### src/rtl/misc_stat_pkg.sv
package misc_stat_pkg;

  // Alias flavour selected per instance
  typedef enum logic [0:0] {
    VAR_AND_OR = 1'b0,
    VAR_CLR_OR = 1'b1
  } alias_variant_e;

  // Write operation produced by the address decoder
  typedef enum logic [2:0] {
    OP_NONE  = 3'd0,
    OP_LOAD  = 3'd1,
    OP_AND   = 3'd2,
    OP_CLEAR = 3'd3,
    OP_SET   = 3'd4
  } wr_op_e;

  // Word address of the direct register for each variant
  function automatic logic [31:0] base_word(alias_variant_e v);
    return (v == VAR_AND_OR) ? 32'h0000_4020 : 32'h0000_6080;
  endfunction

endpackage

### src/rtl/misc_stat_decode.sv
module misc_stat_decode
  import misc_stat_pkg::*;
#(
  parameter int             ADDR_W       = 32,
  parameter int             SIZE_W       = 4,
  parameter int             ACCESS_BYTES = 8,
  parameter alias_variant_e VARIANT      = VAR_AND_OR
) (
  input  logic              req_valid,
  input  logic              req_write,
  input  logic [ADDR_W-1:0] req_addr,
  input  logic [SIZE_W-1:0] req_size,
  output logic              size_ok,
  output wr_op_e            wr_op,
  output logic              wr_ev,
  output logic              rd_dir_ev,
  output logic              unimpl_ev
);

  localparam int              WORD_W = ADDR_W - 3;
  localparam logic [WORD_W-1:0] BASE   = WORD_W'(base_word(VARIANT));
  localparam logic [WORD_W-1:0] ALIAS1 = BASE + WORD_W'(1);
  localparam logic [WORD_W-1:0] ALIAS2 = BASE + WORD_W'(2);

  logic [WORD_W-1:0] word;
  logic [2:0]        unused_lsb;
  logic              good;
  logic              hit_dir;
  logic              hit_a1;
  logic              hit_a2;
  wr_op_e            alias1_op;

  assign word       = req_addr[ADDR_W-1:3];
  assign unused_lsb = req_addr[2:0];

  assign size_ok = (req_size == SIZE_W'(ACCESS_BYTES));
  assign good    = req_valid && size_ok;

  assign hit_dir = (word == BASE);
  assign hit_a1  = (word == ALIAS1);
  assign hit_a2  = (word == ALIAS2);

  generate
    if (VARIANT == VAR_AND_OR) begin : g_and_alias
      assign alias1_op = OP_AND;
    end else begin : g_clear_alias
      assign alias1_op = OP_CLEAR;
    end
  endgenerate

  always_comb begin
    wr_op = OP_NONE;
    if (good && req_write) begin
      if (hit_dir)     wr_op = OP_LOAD;
      else if (hit_a1) wr_op = alias1_op;
      else if (hit_a2) wr_op = OP_SET;
    end
  end

  assign wr_ev     = (wr_op != OP_NONE);
  assign rd_dir_ev = good && !req_write && hit_dir;
  assign unimpl_ev = good && !(hit_dir || hit_a1 || hit_a2);

endmodule

### src/rtl/misc_stat_store.sv
module misc_stat_store
  import misc_stat_pkg::*;
#(
  parameter int DATA_W = 64,
  parameter int IMPL_W = 16
) (
  input  logic              clk,
  input  logic              rst_n,
  input  logic              wr_ev,
  input  wr_op_e            wr_op,
  input  logic [DATA_W-1:0] wdata,
  output logic [DATA_W-1:0] value,
  output logic              irq
);

  localparam int              PAD_W     = DATA_W - IMPL_W;
  localparam logic [DATA_W-1:0] KEEP_MASK = {{IMPL_W{1'b1}}, {PAD_W{1'b0}}};

  // New word for one write operation, trimmed to the implemented bits
  function automatic logic [DATA_W-1:0] merge(wr_op_e op,
                                               logic [DATA_W-1:0] cur,
                                               logic [DATA_W-1:0] wd);
    logic [DATA_W-1:0] raw;
    case (op)
      OP_LOAD:  raw = wd;
      OP_AND:   raw = cur & wd;
      OP_CLEAR: raw = '0;
      OP_SET:   raw = cur | wd;
      default:  raw = cur;
    endcase
    return raw & KEEP_MASK;
  endfunction

  logic [DATA_W-1:0] nxt;

  assign nxt = merge(wr_op, value, wdata);

  always_ff @(posedge clk) begin
    if (!rst_n) begin
      value <= '0;
      irq   <= 1'b0;
    end else if (wr_ev) begin
      value <= nxt;
      irq   <= nxt[DATA_W-1];
    end
  end

endmodule

### src/rtl/misc_stat_resp.sv
module misc_stat_resp #(
  parameter int DATA_W = 64
) (
  input  logic              clk,
  input  logic              rst_n,
  input  logic              req_valid,
  input  logic              size_ok,
  input  logic              rd_dir_ev,
  input  logic [DATA_W-1:0] value,
  output logic              rsp_valid,
  output logic [DATA_W-1:0] rsp_rdata,
  output logic              rsp_err
);

  always_ff @(posedge clk) begin
    if (!rst_n) begin
      rsp_valid <= 1'b0;
      rsp_err   <= 1'b0;
      rsp_rdata <= '0;
    end else begin
      rsp_valid <= req_valid;
      rsp_err   <= req_valid && !size_ok;
      rsp_rdata <= rd_dir_ev ? value : '0;
    end
  end

endmodule

### src/rtl/misc_stat_reg.sv
module misc_stat_reg
  import misc_stat_pkg::*;
#(
  parameter int             ADDR_W       = 32,
  parameter int             DATA_W       = 64,
  parameter int             IMPL_W       = 16,
  parameter int             SIZE_W       = 4,
  parameter alias_variant_e VARIANT      = VAR_AND_OR
) (
  input  logic              clk,
  input  logic              rst_n,
  input  logic              req_valid,
  input  logic              req_write,
  input  logic [ADDR_W-1:0] req_addr,
  input  logic [SIZE_W-1:0] req_size,
  input  logic [DATA_W-1:0] req_wdata,
  output logic              rsp_valid,
  output logic [DATA_W-1:0] rsp_rdata,
  output logic              rsp_err,
  output logic              irq
);

  localparam int ACCESS_BYTES = DATA_W / 8;

  logic              size_ok;
  wr_op_e            wr_op;
  logic              wr_ev;
  logic              rd_dir_ev;
  logic              unimpl_ev;
  logic [DATA_W-1:0] cur_value;

  misc_stat_decode #(
    .ADDR_W      (ADDR_W),
    .SIZE_W      (SIZE_W),
    .ACCESS_BYTES(ACCESS_BYTES),
    .VARIANT     (VARIANT)
  ) u_decode (
    .req_valid(req_valid),
    .req_write(req_write),
    .req_addr (req_addr),
    .req_size (req_size),
    .size_ok  (size_ok),
    .wr_op    (wr_op),
    .wr_ev    (wr_ev),
    .rd_dir_ev(rd_dir_ev),
    .unimpl_ev(unimpl_ev)
  );

  misc_stat_store #(
    .DATA_W(DATA_W),
    .IMPL_W(IMPL_W)
  ) u_store (
    .clk  (clk),
    .rst_n(rst_n),
    .wr_ev(wr_ev),
    .wr_op(wr_op),
    .wdata(req_wdata),
    .value(cur_value),
    .irq  (irq)
  );

  misc_stat_resp #(
    .DATA_W(DATA_W)
  ) u_resp (
    .clk      (clk),
    .rst_n    (rst_n),
    .req_valid(req_valid),
    .size_ok  (size_ok),
    .rd_dir_ev(rd_dir_ev),
    .value    (cur_value),
    .rsp_valid(rsp_valid),
    .rsp_rdata(rsp_rdata),
    .rsp_err  (rsp_err)
  );

endmodule

### config.mk
export PLATFORM = sky130hd
export DESIGN_NAME = misc_stat_reg
export DESIGN_NICKNAME = d
export VERILOG_FILES = /design/src/rtl/misc_stat_pkg.sv /design/src/rtl/misc_stat_decode.sv /design/src/rtl/misc_stat_store.sv /design/src/rtl/misc_stat_resp.sv /design/src/rtl/misc_stat_reg.sv
export SDC_FILE = /design/constraint.sdc
export NUM_CORES = 1
export LEC_CHECK = 0
export BUFFER_PORTS_ARGS = -buffer_cell sky130_fd_sc_hd__buf_2
export CAP_MARGIN = 10
export CORE_MARGIN = 4
export CORE_UTILIZATION = 37
export CTS_CLUSTER_DIAMETER = 100
export DETAILED_ROUTE_END_ITERATION = 6
export PLACE_DENSITY = 0.83
export SKIP_CTS_REPAIR_TIMING = 1
export SLEW_MARGIN = 40
export SYNTH_ARGS = -nofsm -noshare
export SYNTH_HDL_FRONTEND = slang
export SYNTH_SLANG_ARGS = --single-unit
### constraint.sdc
create_clock -name clk -period 2.6 [get_ports clk]
set_input_delay 0.65 -clock clk [delete_from_list [all_inputs] [get_ports clk]]
set_output_delay 0.65 -clock clk [all_outputs]
set_load 0.02 [all_outputs]
==> results_dict.tcl <==
set metrics [dict create \
    status "finished, final reports clean" \
    p_int_mw 0.774 \
    die_y_um 77.6 \
    antenna_found_initial 0 \
    wl_met3_um 334 \
    setup_viol 0 \
    netlist_area_um2 1790 \
    switchingPower_mw 0.274 \
    critical_path_class "input pin to flop" \
    startpoint_type "input pin" \
    slew_headroom_pct 63.5 \
    fmax_ghz 0.486 \
    dp_hpwl_um 2910 \
    drv_slew 0 \
    worst_slack_ns 0.540 \
    rsz0062_at_grt "false" \
    dr.pass1.iters 4 \
    io_buffers 71 \
    r2r_setup_slack_ns 1.81 \
    htree_levels 2 \
    clock_skew_ns 0.00372 \
    routed.top_layer "met4" \
    drtIter0Drc 148 \
    crit_path_end_kind "flop" \
    synth_area_per_cell_um2 9.06 \
    grtUsageTotal_pct 11.8 \
    tns_ns 0 \
    drt_wl_total_um 3780 \
    synth_seq_cells 34 \
    grt_pass1_wl_um 5830 \
    overflow 0 \
    drc 0 \
    peakVddDrop_uv 210 \
    die_w_um 77.6 \
    fin_crit_sh_pct 79.2 \
    p_leak_nw 1.02 \
    start_util_pct 38.0 \
    pre_cts_ws_ns 0.234 \
    max_cap_violations 0 \
    cts_buffer_depth 2 \
    place_congestion 0.731 \
    pwr-share-comb_pct 13.4 \
    power_frac_seq_pct 49.9 \
    power.share.clock_pct 36.7 \
    final_cell_mix "71 x buf_2, 48 x conb_1, 34 x dfxtp_1" \
    worstPathArrival_ns 2.23 \
    synthCells 198 \
    core_area_um2 4720 \
    power.density_nw_per_um2 492 \
    area_growth_pct 18.5 \
    cts.reportedPaths.clkPinSlew_ns 0.06 \
    yosys.cell_types.count 23 \
    io-pin-count 171 \
    ys_warn_count 0 \
    tightest_slew_ns 0.547 \
    ant_nets 0 \
    wl_per_cell_um 11.2 \
    holdCritPathClass "flop to flop" \
    final_common_cell "buf_2" \
    fin_area_um2 2130 \
    required_ns 2.77 \
    cts_tree "yes" \
    seq_area_frac_synth_pct 37.9 \
    grt_max_degree 49 \
    cts-root-buf "clkbuf_8" \
    netSwitchingFraction_pct 26.1 \
    dieArea_um2 6030 \
    nets 373 \
    viasPerCell 4.55 \
    cts_buffers 5 \
    clock_sinks 34 \
    wl_met2_um 1930 \
    finalCriticalPeriod_ns 2.06 \
    diodes 0 \
    num_rows 25 \
    wl_met1_um 1500 \
    vias 1535 \
    drive_above_1_share_pct 34.4 \
    grt_pass1_vias 1356 \
    path_max_fanout 16 \
    clock_latency_ns 0.28 \
    place_area_um2 2040 \
    hold_viol 0 \
]
cells in the mapped netlist, drive strengths merged:
master	instances	share of area (%)
nor2	3	0.63
nand3	17	4.7
a31o	16	7.8
or3	1	0.35
nor4b	4	2.8
nor4	4	1.7
and2	17	5.9
nand4	4	1.7
nand2	17	3.6
and2b	1	0.42
clkbuf	8	1.7
buf	51	21
conb	1	0.21
nor3	4	1.4
dfxtp	34	38
o41ai	16	7.8
worst paths after layout:
path | cells past startpoint | end | from
max | 5 | u_store.value[60]$_SDFFE_PN0P_ | req_size[1]
min | 1 | u_resp.rsp_rdata[50]$_SDFF_PN0_ | u_store.value[50]$_SDFFE_PN0P_
max reg2reg | 3 | u_store.value[61]$_SDFFE_PN0P_ | u_store.value[61]$_SDFFE_PN0P_
min reg2reg | 1 | u_resp.rsp_rdata[50]$_SDFF_PN0_ | u_store.value[50]$_SDFFE_PN0P_
layout make-up:
| type | instances | area, µm² |
|---|---|---|
| tap | 67 | 83.8 |
| timing repair buffer | 76 | 393 |
| sequential | 34 | 681 |
| clock buffer | 7 | 86.3 |
| fill | 462 | 2600 |
| multi-input combinational | 152 | 878 |
| clock inverter | 1 | 5.00 |
sequential cells by signal, indices dropped and copies added, names as in the netlist:
signal / count
u_resp.rsp_rdata: 16
u_store.value: 16
u_resp.rsp_valid: 1
u_resp.rsp_err: 1
power by group through the flow:
stage          sequential, mW  clock (mW)  combinational [mW]
3_5_place_dp            0.534           0               0.138
6_report                0.523       0.384               0.141
3_3_place_gp            0.534           0               0.135
2_1_floorplan           0.537           0               0.140
4_1_cts                 0.523       0.393               0.138
5_1_grt                 0.522       0.422               0.154
per-stage QoR:
step / hold WS, ns / utilization, % / power (mW) / cells
floorplan: 0.453 / - / 0.676 / 245
global placement: 0.464 / 43.1 / 0.670 / 329
detailed placement: 0.469 / 43.1 / 0.672 / 329
CTS: 0.485 / 45.0 / 1.05 / 337
global route: 0.504 / 45.0 / 1.10 / 337
finish: 0.489 / 45.0 / 1.05 / 337
cell families (layout without fill, tap and decap cells):
kind of cell           Yosys count  after routing  synth area share [%]
other                            1             48                 0.209
buffers and inverters           59             84                  22.9
flip-flops                      34             34                  37.9
AND/OR/NAND/NOR                 72             72                  23.3
AO/OA/AOI/OAI                   32             32                  15.6
routing by layer:
| metal | track usage, % | vias to the layer above |
|---|---|---|
| li1 | - | 761 |
| met1 | 13.6 | 695 |
| met2 | 21.6 | 77 |
| met3 | 3.25 | 2 |
| met4 | 2.67 | 0 |
| met5 | 0 | - |
critical path, stage by stage:
cell	delay, ns
buf_2	0.11
nor4b_4	0.33
nand4_2	0.15
or3_1	0.64
a31o_2	0.34
No activity file was read; power rests on OpenSTA's default activity.
